`src/rtl/wdog_pkg.sv`:
```
package wdog_pkg;
  localparam int unsigned CNT_W  = 16;
  localparam int unsigned CTRL_W = CNT_W + 3;
  localparam int unsigned BUS_W  = 32;

  localparam logic [1:0] ADDR_CTRL = 2'd0;
  localparam logic [1:0] ADDR_SVC  = 2'd1;
  localparam logic [1:0] ADDR_CNT  = 2'd2;

  localparam logic [BUS_W-1:0] KEY_ARM  = 32'h0000_556C;
  localparam logic [BUS_W-1:0] KEY_FIRE = 32'h0000_AA39;

  typedef struct packed {
    logic             route;  // 1: hard reset, 0: machine check
    logic             presc;
    logic             en;
    logic [CNT_W-1:0] tmo;
  } ctrl_t;

  localparam ctrl_t CTRL_RST = '{route: 1'b1, presc: 1'b0, en: 1'b1, tmo: '1};
endpackage

```
`src/rtl/wdog_regs.sv`:
```
module wdog_regs
  import wdog_pkg::*;
(
  input  logic             clk_i,
  input  logic             rst_ni,
  input  logic             we_i,
  input  logic [1:0]       waddr_i,
  input  logic [BUS_W-1:0] wdata_i,
  output ctrl_t            ctrl_o,
  output logic             reload_o
);
  ctrl_t ctrl_q;
  logic  locked_q;
  logic  armed_q;
  logic  ctrl_wr, svc_wr;
  logic  unused_hi;

  assign ctrl_wr   = we_i && (waddr_i == ADDR_CTRL);
  assign svc_wr    = we_i && (waddr_i == ADDR_SVC);
  assign unused_hi = ^wdata_i[BUS_W-1:CTRL_W];

  always_ff @(posedge clk_i or negedge rst_ni) begin
    if (!rst_ni) begin
      ctrl_q   <= CTRL_RST;
      locked_q <= 1'b0;
    end else if (ctrl_wr && !locked_q) begin
      ctrl_q   <= ctrl_t'(wdata_i[CTRL_W-1:0]);
      locked_q <= 1'b1;
    end
  end

  // key sequence: any service write other than the arm key disarms
  always_ff @(posedge clk_i or negedge rst_ni) begin
    if (!rst_ni)     armed_q <= 1'b0;
    else if (svc_wr) armed_q <= (wdata_i == KEY_ARM);
  end

  assign reload_o = svc_wr && armed_q && (wdata_i == KEY_FIRE);
  assign ctrl_o   = ctrl_q;

  p_ctrl_locked_r10: assert property (@(posedge clk_i) disable iff (!rst_ni)
    (locked_q && ctrl_wr) |=> $stable(ctrl_q));

  p_fire_needs_arm_r8: assert property (@(posedge clk_i) disable iff (!rst_ni)
    (svc_wr && (wdata_i == KEY_FIRE) && !armed_q) |-> !reload_o);
endmodule

```
`src/rtl/wdog_prescaler.sv`:
```
module wdog_prescaler #(
  parameter int unsigned LOG2 = 16
) (
  input  logic clk_i,
  input  logic rst_ni,
  input  logic en_i,
  input  logic sel_i,
  input  logic clr_i,
  output logic tick_o
);
  logic [LOG2-1:0] div_q;

  always_ff @(posedge clk_i or negedge rst_ni) begin
    if (!rst_ni)              div_q <= '0;
    else if (clr_i)           div_q <= '0;
    else if (en_i && sel_i)   div_q <= div_q + 1'b1;
  end

  assign tick_o = en_i && (!sel_i || (&div_q));

  p_div_hold_r9: assert property (@(posedge clk_i) disable iff (!rst_ni)
    (!en_i && !clr_i) |=> $stable(div_q));
endmodule

```
`src/rtl/wdog_counter.sv`:
```
module wdog_counter
  import wdog_pkg::*;
(
  input  logic             clk_i,
  input  logic             rst_ni,
  input  logic             reload_i,
  input  logic [CNT_W-1:0] tmo_i,
  input  logic             tick_i,
  input  logic             route_i,
  output logic [CNT_W-1:0] cnt_o,
  output logic             hard_o,
  output logic             mchk_o
);
  logic [CNT_W-1:0] cnt_q;
  logic             hard_q, mchk_q;
  logic             expire;

  assign expire = tick_i && !reload_i && (cnt_q == CNT_W'(1));

  always_ff @(posedge clk_i or negedge rst_ni) begin
    if (!rst_ni)                      cnt_q <= '1;
    else if (reload_i)                cnt_q <= tmo_i;
    else if (tick_i && cnt_q != '0)   cnt_q <= cnt_q - 1'b1;
  end

  always_ff @(posedge clk_i or negedge rst_ni) begin
    if (!rst_ni) begin
      hard_q <= 1'b0;
      mchk_q <= 1'b0;
    end else begin
      hard_q <= expire && route_i;
      mchk_q <= expire && !route_i;
    end
  end

  assign cnt_o  = cnt_q;
  assign hard_o = hard_q;
  assign mchk_o = mchk_q;

  p_reload_value_r7: assert property (@(posedge clk_i) disable iff (!rst_ni)
    reload_i |=> (cnt_q == $past(tmo_i)));

  p_pulse_at_zero_r5: assert property (@(posedge clk_i) disable iff (!rst_ni)
    (hard_q || mchk_q) |-> (cnt_q == '0));

  p_pulse_single_r5: assert property (@(posedge clk_i) disable iff (!rst_ni)
    (hard_q || mchk_q) |=> !(hard_q || mchk_q));

  p_zero_sticks_r5: assert property (@(posedge clk_i) disable iff (!rst_ni)
    ((cnt_q == '0) && !reload_i) |=> (cnt_q == '0));
endmodule

```
`src/rtl/wdog_timer.sv`:
```
module wdog_timer
  import wdog_pkg::*;
#(
  parameter int unsigned PRESC_LOG2 = 16
) (
  input  logic        clk_i,
  input  logic        rst_ni,
  input  logic        bus_we_i,
  input  logic [1:0]  bus_waddr_i,
  input  logic [31:0] bus_wdata_i,
  input  logic [1:0]  bus_raddr_i,
  output logic [31:0] bus_rdata_o,
  output logic        hard_rst_req_o,
  output logic        mchk_req_o
);
  ctrl_t            ctrl;
  logic             reload;
  logic             tick;
  logic [CNT_W-1:0] cnt;

  wdog_regs u_regs (
    .clk_i    (clk_i),
    .rst_ni   (rst_ni),
    .we_i     (bus_we_i),
    .waddr_i  (bus_waddr_i),
    .wdata_i  (bus_wdata_i),
    .ctrl_o   (ctrl),
    .reload_o (reload)
  );

  wdog_prescaler #(.LOG2(PRESC_LOG2)) u_presc (
    .clk_i  (clk_i),
    .rst_ni (rst_ni),
    .en_i   (ctrl.en),
    .sel_i  (ctrl.presc),
    .clr_i  (reload),
    .tick_o (tick)
  );

  wdog_counter u_cnt (
    .clk_i    (clk_i),
    .rst_ni   (rst_ni),
    .reload_i (reload),
    .tmo_i    (ctrl.tmo),
    .tick_i   (tick),
    .route_i  (ctrl.route),
    .cnt_o    (cnt),
    .hard_o   (hard_rst_req_o),
    .mchk_o   (mchk_req_o)
  );

  always_comb begin
    unique case (bus_raddr_i)
      ADDR_CTRL: bus_rdata_o = BUS_W'(ctrl);
      ADDR_CNT:  bus_rdata_o = BUS_W'(cnt);
      default:   bus_rdata_o = '0;
    endcase
  end

  p_route_excl_r6: assert property (@(posedge clk_i) disable iff (!rst_ni)
    !(hard_rst_req_o && mchk_req_o));

  p_disabled_hold_r9: assert property (@(posedge clk_i) disable iff (!rst_ni)
    (!ctrl.en && !reload) |=> ($stable(cnt) && !hard_rst_req_o && !mchk_req_o));
endmodule

```
`config.mk`:
```
export PLATFORM = sky130hd
export DESIGN_NAME = wdog_timer
export DESIGN_NICKNAME = d
export VERILOG_FILES = /design/src/rtl/wdog_pkg.sv /design/src/rtl/wdog_regs.sv /design/src/rtl/wdog_prescaler.sv /design/src/rtl/wdog_counter.sv /design/src/rtl/wdog_timer.sv
export SDC_FILE = /design/constraint.sdc
export NUM_CORES = 1
export LEC_CHECK = 0
export ABC_AREA = 0
export CORE_AREA = 2 2 89 91
export DETAILED_ROUTE_END_ITERATION = 8
export DIE_AREA = 0 0 91 93
export PLACE_DENSITY = 0.75
export SYNTH_ARGS = -nofsm -noshare
export SYNTH_HDL_FRONTEND = slang
export SYNTH_HIERARCHICAL = 1
export SYNTH_SLANG_ARGS = --single-unit
```
`constraint.sdc`:
```
create_clock -name clk_i -period 3.1 [get_ports clk_i]
set_clock_uncertainty 0.2 [all_clocks]
set_input_delay 0.62 -clock clk_i [delete_from_list [all_inputs] [get_ports clk_i]]
set_output_delay 0.62 -clock clk_i [all_outputs]
set_load 0.02 [all_outputs]
```
==> metrics.md, run 1 <==
| Metric | Value |
|---|---|
| Area of the multi-input gates | ~1800 um^2 |
| Max cap viols | 0 |
| Die Footprint | 8463 um^2 |
| Post-route minimum period | 3.020 ns |
| Peak supply drop | ~0.33 mV |
| Post-Syn Instances | between 300 and 400 |
| Layout cell share with drive strength beyond 1 | 0.2415 |
| Syn avg cell area | about 10 um^2 |
| Sequential share of the synthesized area | 0.4188 |
| Worst stage delay on the critical path | between 0.4 and 0.5 ns |
| # clock sinks | between 50 and 60 |
| Core area | 7527 um^2 |
| Die width | between 90 and 100 um |
| # hold bufs at CTS | 0 |
| Grt total ovfl | 0 |
| Crit Path Class | register to register |
| TritonCTS clock tree | done |
| Nets | about 460 |
| Inserted Clock Buffers | 5 |
| Routed WL per cell | 15.10 um |
| Final instance area | between 4000 and 5000 um^2 |
| Required time worst endpoint | roughly 3.1 ns |
| Later-pin clock latency in the skew report | approximately 0.31 ns |
| Final Hold Vio Count | 0 |
| Status | finished clean |
| First-pass GRT wire length | 12,820 um |
| Post-synth top area cell | dfstp_2 |
| Antenna violations before repair | 0 |
| Asr flop ratio synth | 1.000 |
| Hold slack final | 0.08867 ns |
| Final WL | between 7000 and 8000 um |
| Power density over cell area | between 700 and 800 nW/um^2 |
| Setup Total Neg Slack | 0 ns |
| Io pins | 73 |
| 1st-pass router iterations | 4 |
| Final Non-Filler Cells | between 500 and 600 |
| Top cell type's share of synthesized area | 0.2637 |
| GRT Resource Usage Total | 0.1856 |
| Static Leak | around 0.0017 uW |
| Reg clk slew, reported paths | 0.11 ns |
| Final setup viols | 0 |
| Ys Warns | 6 |
| Fin crit share | 0.9742 |
| Maximum number of pins on one net before global-route repair | 24 |
| Initial Util | 0.4501 |
| Syn Std Cell Area | about 3400 um^2 |
| Register Area | ~1400 um^2 |
| Chip height | about 93 um |
| Top cells by area, synth | dfstp_2 26%, dfrtp_1 16%, mux2_2 6.0% |
| Seq cells post-synth | 55 |
| Final ANT Viol Nets | 0 |
| Post-DP HPWL | between 5000 and 6000 um |
| Area Overhead vs Synth | 26.88% |
| Post-DP Area | approximately 4000 um^2 |
| CP arrival | 3.06 ns |
| CP max-delay cell | or4_1 |
| Ys flop type | dfstp_2 |
| Inst Count DP | a little over 500 |
| Antenna Cells | 0 |
| Row count | 32 |
| GPL Wtd Cong | 0.8940 |
| Vias per cell | 5.508 |
| Worst Tran Pin Value | 0.5861 ns |
| Distinct cells, synth | 65 |
| Max clock buf depth | 2 |
| CP cell instances | nand4_2 > or2_4 > o41ai_2 > and2_4 > or4b_4 > or2_1 > or4_1 > a31oi_1 |
| Fin. max-slew vios | 0 |
| Root Driver | clkbuf_8 |
| H-tree levels | 2 |
| DRC | 0 |
| Relative slew slack | 0.6057 |
| Hold crit path type | primary input to asynchronous set/reset pin |
| Vias post-DR | approximately 2,800 |
| EDFF count, synth | 0 |
| Fillers | 669 |
| 1st-iter DRT viols | ~220 |
| CP Capture Type | register |
| IO Port Bufs | roughly 60 |
| CP max FO | 4 |
| Worst Setup Start Kind | register |
| Vias in the first global route | about 2,700 |
| Max Freq | 331.1 MHz |
-- cell usage in the layout, fill, tap and decap left out, types with 3 or more instances in the layout --
cell type / n
nor4bb_1: 3
nor2_1: 45
mux2_2: 18
dfstp_2: 34
buf_4: 23
dfrtp_1: 21
xnor2_1: 13
or3_1: 4
o21ai_0: 3
nand3_1: 6
and2_1: 3
ha_1: 3
nand4_1: 7
clkdlybuf4s50_1: 57
nor4_4: 4
nor4_1: 11
o311ai_1: 4
conb_1: 13
nor4b_1: 3
or2_1: 3
or4_1: 6
mux2i_1: 19
a31oi_1: 4
nor3_1: 9
nand2_1: 22
clkbuf_8: 6
inv_1: 9
o21ai_1: 6
a21oi_1: 8
-- through the flow --
stage	setup WS, ns	total power [uW]	utilization
after CTS	0.007290	3042	0.5642
after detailed placement	0.02446	2525	0.5470
after global routing	-0.01838	3274	0.5711
after global placement	0.09990	2466	0.5470
after floorplan	0.02379	2085	-
final	0.07983	3091	0.5711
-- sequential cells by signal, summed over array words and instances (netlist names) --
signal	cells
u_cnt/cnt_o	16
u_presc/div_q	16
u_regs/ctrl_o	19
u_cnt/mchk_o	1
u_cnt/hard_o	1
u_regs/armed_q	1
u_regs/locked_q	1
-- critical path, delay by kind of cell (launching register included) --
kind,cells,cell delay (ns)
simple gates,6,1.80
compound gates,2,0.54
flops,1,0.41
-- Yosys cell counts, types with 2 or more instances --
| cell type | n |
|---|---|
| nor2_1 | 45 |
| dfstp_2 | 34 |
| nand2_1 | 22 |
| dfrtp_1 | 21 |
| mux2i_1 | 19 |
| mux2_2 | 18 |
| buf_4 | 13 |
| xnor2_1 | 13 |
| nor4_1 | 11 |
| inv_1 | 9 |
| nor3_1 | 9 |
| a21oi_1 | 8 |
| clkbuf_1 | 7 |
| nand4_1 | 7 |
| nand3_1 | 6 |
| o21ai_1 | 6 |
| or4_1 | 6 |
| buf_2 | 5 |
| a31oi_1 | 4 |
| and2_1 | 4 |
| o311ai_1 | 4 |
| or3_1 | 4 |
| buf_6 | 3 |
| ha_1 | 3 |
| nor4b_1 | 3 |
| nor4bb_1 | 3 |
| o21ai_0 | 3 |
| o41ai_1 | 3 |
| a2111oi_0 | 2 |
| and3_1 | 2 |
| mux2_1 | 2 |
| nor2b_1 | 2 |
| nor4_2 | 2 |
| nor4_4 | 2 |
| o31ai_1 | 2 |
| or2_1 | 2 |
| or3b_1 | 2 |
-- area by class of cell --
cell class	instances	area share
Multi-Input combinational cell	258	0.4200
Sequential cell	55	0.3300
Timing Repair Buffer	84	0.1842
Tap cell	102	0.02969
Clock buffer	6	0.01921
Clock inverter	2	0.009022
Inverter	9	0.007858
-- worst paths after layout --
check / depth (start not counted) / slack, ns / start / to
setup / recovery: 8 / 0.08 / u_presc/div_q[10] / u_cnt/cnt_o[7]
hold / removal: 1 / 0.09 / rst_ni / u_presc/div_q[15]
setup reg to reg: 8 / 0.08 / u_presc/div_q[10] / u_cnt/cnt_o[7]
hold reg to reg: 2 / 0.29 / u_regs/ctrl_o[12] / u_cnt/cnt_o[12]
max in group asynchronous: 2 / 1.92 / rst_ni / u_cnt/cnt_o[0]
min in group clk_i: 2 / 0.29 / u_regs/ctrl_o[12] / u_cnt/cnt_o[12]
-- routing by layer --
layer  wire length (um)  GRT usage  vias up
met4                121    0.05934        0
li1                   -          -     1359
met1               3634     0.2525     1388
met3                318    0.02015        9
met5                  0          0        -
met2               3721     0.3123       86
-- power by group --
| part | leakage [uW] | switching (uW) | internal, uW |
|---|---|---|---|
| logic | 0.00105 | 564 | 599 |
| registers | 0.000592 | 312 | 1110 |
| clock network | 0.0000618 | 242 | 266 |
| total | 0.00170 | 1120 | 1970 |
-- what timing repair did --
item,in CTS,in global routing
setup buffers,1,4
gates resized for setup,0,5
pin swaps,0,1
setup endpoints to repair,1,8
-- logic make-up after synthesis --
logic type / Yosys count / synth area share
compound gates: 41 / 0.08198
mux: 39 / 0.1226
simple gates: 148 / 0.2585
flops: 55 / 0.4188
buf+inv: 38 / 0.06979
other cells: 1 / 0.001107
fa+ha+maj: 3 / 0.01108
xor+xnor: 14 / 0.03619
Note: power is estimated with default switching activity, not from simulation.
==> run 2: changes to the inputs <==
Settings changed: CORE_AREA 2 2 89 91 to 2 2 80 82, DIE_AREA 0 0 91 93 to 0 0 82 84, DONT_BUFFER_PORTS set to 1.
==> run 2 against run 1 <==
  * Highest routed layer unchanged
  * Critical path depth did not move
  * Global-route usage rose by 4.3 points
  * Flip-flop and latch count did not move
  * Clock-buffer cell count did not move
  * Critical path type unchanged
  * Largest power group unchanged
  * Fmax fell by 0.67%
==> metrics.md, run 2 (same netlist as run 1, synthesis figures left out) <==
| Metric | Value |
|---|---|
| Later-pin clock latency in the skew report | 0.30 ns (about the same) |
| Most frequent cells in the layout | 45 x nor2_1, 34 x dfstp_2, 22 x nand2_1 |
| TritonCTS clock tree | done |
| Max Freq | 328.9 MHz (-0.67%) |
| Io pins | 73 (unchanged) |
| Post-DP HPWL | 5345 um (-10%) |
| Worst Setup Start Kind | register |
| Pwr Total | 2803 uW (-9.3%) |
| Area of the multi-input gates | 1805 um^2 (unchanged) |
| CP cell instances | nand4_1 > or2_4 > o41ai_2 > and2_4 > or4b_4 > or2_1 > or4_1 > a31oi_1 |
| Nets | 385 (-15%) |
| Register Area | 1419 um^2 (unchanged) |
| GPL Wtd Cong | 0.8369 (-6.4%) |
| Status | finished clean |
| 1st-pass router iterations | 4 (unchanged) |
| Post-route minimum period | 3.041 ns (+0.02051 ns) |
| Root Driver | clkbuf_8 |
| Clock network power share | 0.140 (-0.025) |
| Max FFs per register | 19 (unchanged) |
| CP arrival | 3.07 ns (about the same) |
| Most common cell after layout, fill and taps aside | nor2_1 |
| Crit Path Class | register to register |
| Grt total ovfl | 0 (unchanged) |
| First-pass GRT wire length | 12,190 um (-5.0%) |
| Setup Total Neg Slack | 0 ns (unchanged) |
| H-tree levels | 2 (unchanged) |
| Static Leak | 0.001393 uW (-18%) |
| Met2 Track Usage GR | 0.3378 (+0.02542) |
| Power Internal | 1727 uW (-12%) |
| Worst Tran Pin Value | 0.6177 ns (+0.03161 ns) |
| Net Sw Power | 1076 uW (-3.8%) |
| 1st-iter DRT viols | 177 (-19%) |
| Power density over cell area | 785.7 nW/um^2 (+9.3%) |
| Die Footprint | 6888 um^2 (-19%) |
| Max cap viols | 0 (unchanged) |
| Core area | 6096 um^2 (-19%) |
| Fin. max-slew vios | 0 (unchanged) |
| Comb pwr share | 0.353 (-0.023) |
| Hold crit path type | primary input to register |
| Relative slew slack | 0.5844 (-0.02127) |
| Row count | 29 (-9.4%) |
| CP Capture Type | register |
| Antenna Cells | 0 (unchanged) |
| Routing usage on met3 | 0.04437 (+0.02423) |
| Final Hold Vio Count | 0 (unchanged) |
| Peak supply drop | 0.4754 mV (+46%) |
| Switching part of the total | 0.3840 (+0.02201) |
| Fillers | 526 (-21%) |
| Crit path from | u_presc/div_q[6] |
| Final ANT Viol Nets | 0 (unchanged) |
| Reg clk slew, reported paths | 0.10 ns (about the same) |
| Vias in the first global route | 2,470 (-8.0%) |
| GRT busiest layer | met1 |
| DRC | 0 (unchanged) |
| Final setup viols | 0 (unchanged) |
| Layout cell share with drive strength beyond 1 | 0.2500 (+0.008454) |
| Antenna violations before repair | 0 (unchanged) |
| Vias per cell | 6.131 (+11%) |
| Met1 usage | 0.3409 (+0.08847) |
| Required time worst endpoint | 3.13 ns (about the same) |
| Worst stage delay on the critical path | 0.48 ns (about the same) |
| Sequential Power Share | 0.508 (+0.049) |
| Inserted Clock Buffers | 5 (unchanged) |
| Vias post-DR | 2,581 (-9.2%) |
| Fin crit share | 0.9809 (+0.006616) |
| IO Port Bufs | 0 (-100%) |
| Die width | 82 um (-9.9%) |
| Max clock buf depth | 2 (unchanged) |
| GRT Resource Usage Total | 0.2281 (+0.04252) |
| Area Overhead vs Synth | 5.281% |
| Maximum number of pins on one net before global-route repair | 56 (+130%) |
| Critical R2R Launch | u_presc/div_q[6] |
| Min-delay src | bus_wdata_i[3] |
| CP max-delay cell | or4_1 |
| Final WL | 7434 um (-4.6%) |
| Chip height | 84 um (-9.7%) |
| CP max FO | 4 (unchanged) |
| Initial Util | 0.5558 (+0.1057) |
| # clock sinks | 55 (unchanged) |
| Routed WL per cell | 17.66 um (+17%) |
==> run 2: cell count changes in the layout (fill, tap and decap cells not counted), sizes merged <==
cell           previous run  this run
buf                      26        13
bufinv                    1         0
clkdlybuf4s50            57         0
clkinv                    0         1
clkinvlp                  0         1
dlygate4sd3               0         1
dlymetal6s2s              1         0
inv                      10         9
==> run 2: power by group through the flow <==
stage / Combinational (uW) / Clock [uW] / Sequential [uW]
5_1_grt: 1100 / 425 / 1470
3_3_place_gp: 864 / 0 / 1410
4_1_cts: 948 / 405 / 1410
2_1_floorplan: 770 / 0 / 1320
6_report: 989 / 391 / 1420
3_5_place_dp: 909 / 0 / 1430
==> run 2: path summary, 6_finish.rpt <==
check,endpoint,slack (ns),cells after the start
worst min register to register,u_cnt/cnt_o[10],0.29,2
worst max register to register,u_cnt/cnt_o[7],0.06,8
max in group asynchronous,u_cnt/cnt_o[5],1.74,2
worst max-delay path,u_cnt/cnt_o[7],0.06,8
worst min-delay path,u_regs/ctrl_o[3],0.25,1
min in group asynchronous,u_regs/armed_q,0.63,2
==> run 2: per-layer routing <==
metal / share of wire / up-vias / wire length, um
met4: 0.015 / 0 / 114
li1: - / 1216 / -
met3: 0.089 / 8 / 661
met2: 0.46 / 108 / 3425
met1: 0.43 / 1249 / 3233
met5: 0 / - / 0
==> run 2: what timing repair did <==
action	4_1_cts	5_1_grt
endpoints found under the hold margin	55	0
hold buffers	2	0
endpoints found under the setup margin	1	5
buffers inserted	1	3
resized for setup	0	3
pin swaps	0	2
==> run 2: layout make-up <==
type	instances	share of cell area
Tap cell	77	0.02701
Clock buffer	6	0.02034
Timing Repair Buffer	14	0.03578
Sequential cell	55	0.3978
Multi-Input combinational cell	258	0.5061
Inverter	9	0.009470
Clock inverter	2	0.003508
==> run 2: worst max-delay path: cells and delay by family, from the launching register on <==
family	cells	cell delay, ns
compound gates	2	0.53
flops	1	0.42
simple gates	6	1.81
==> run 2: per-stage QoR <==
stage,cells,setup WS (ns),cell area (um^2),hold slack [ns],utilization
2_1_floorplan,351,0.02379,3436,0.1244,-
3_3_place_gp,407,0.1198,3398,0.1258,0.5575
3_5_place_dp,407,-0.0009117,3398,0.1253,0.5575
4_1_cts,418,0.0002602,3528,0.2383,0.5788
5_1_grt,421,-0.002838,3567,0.2423,0.5852
6_report,421,0.05932,3567,0.2456,0.5852
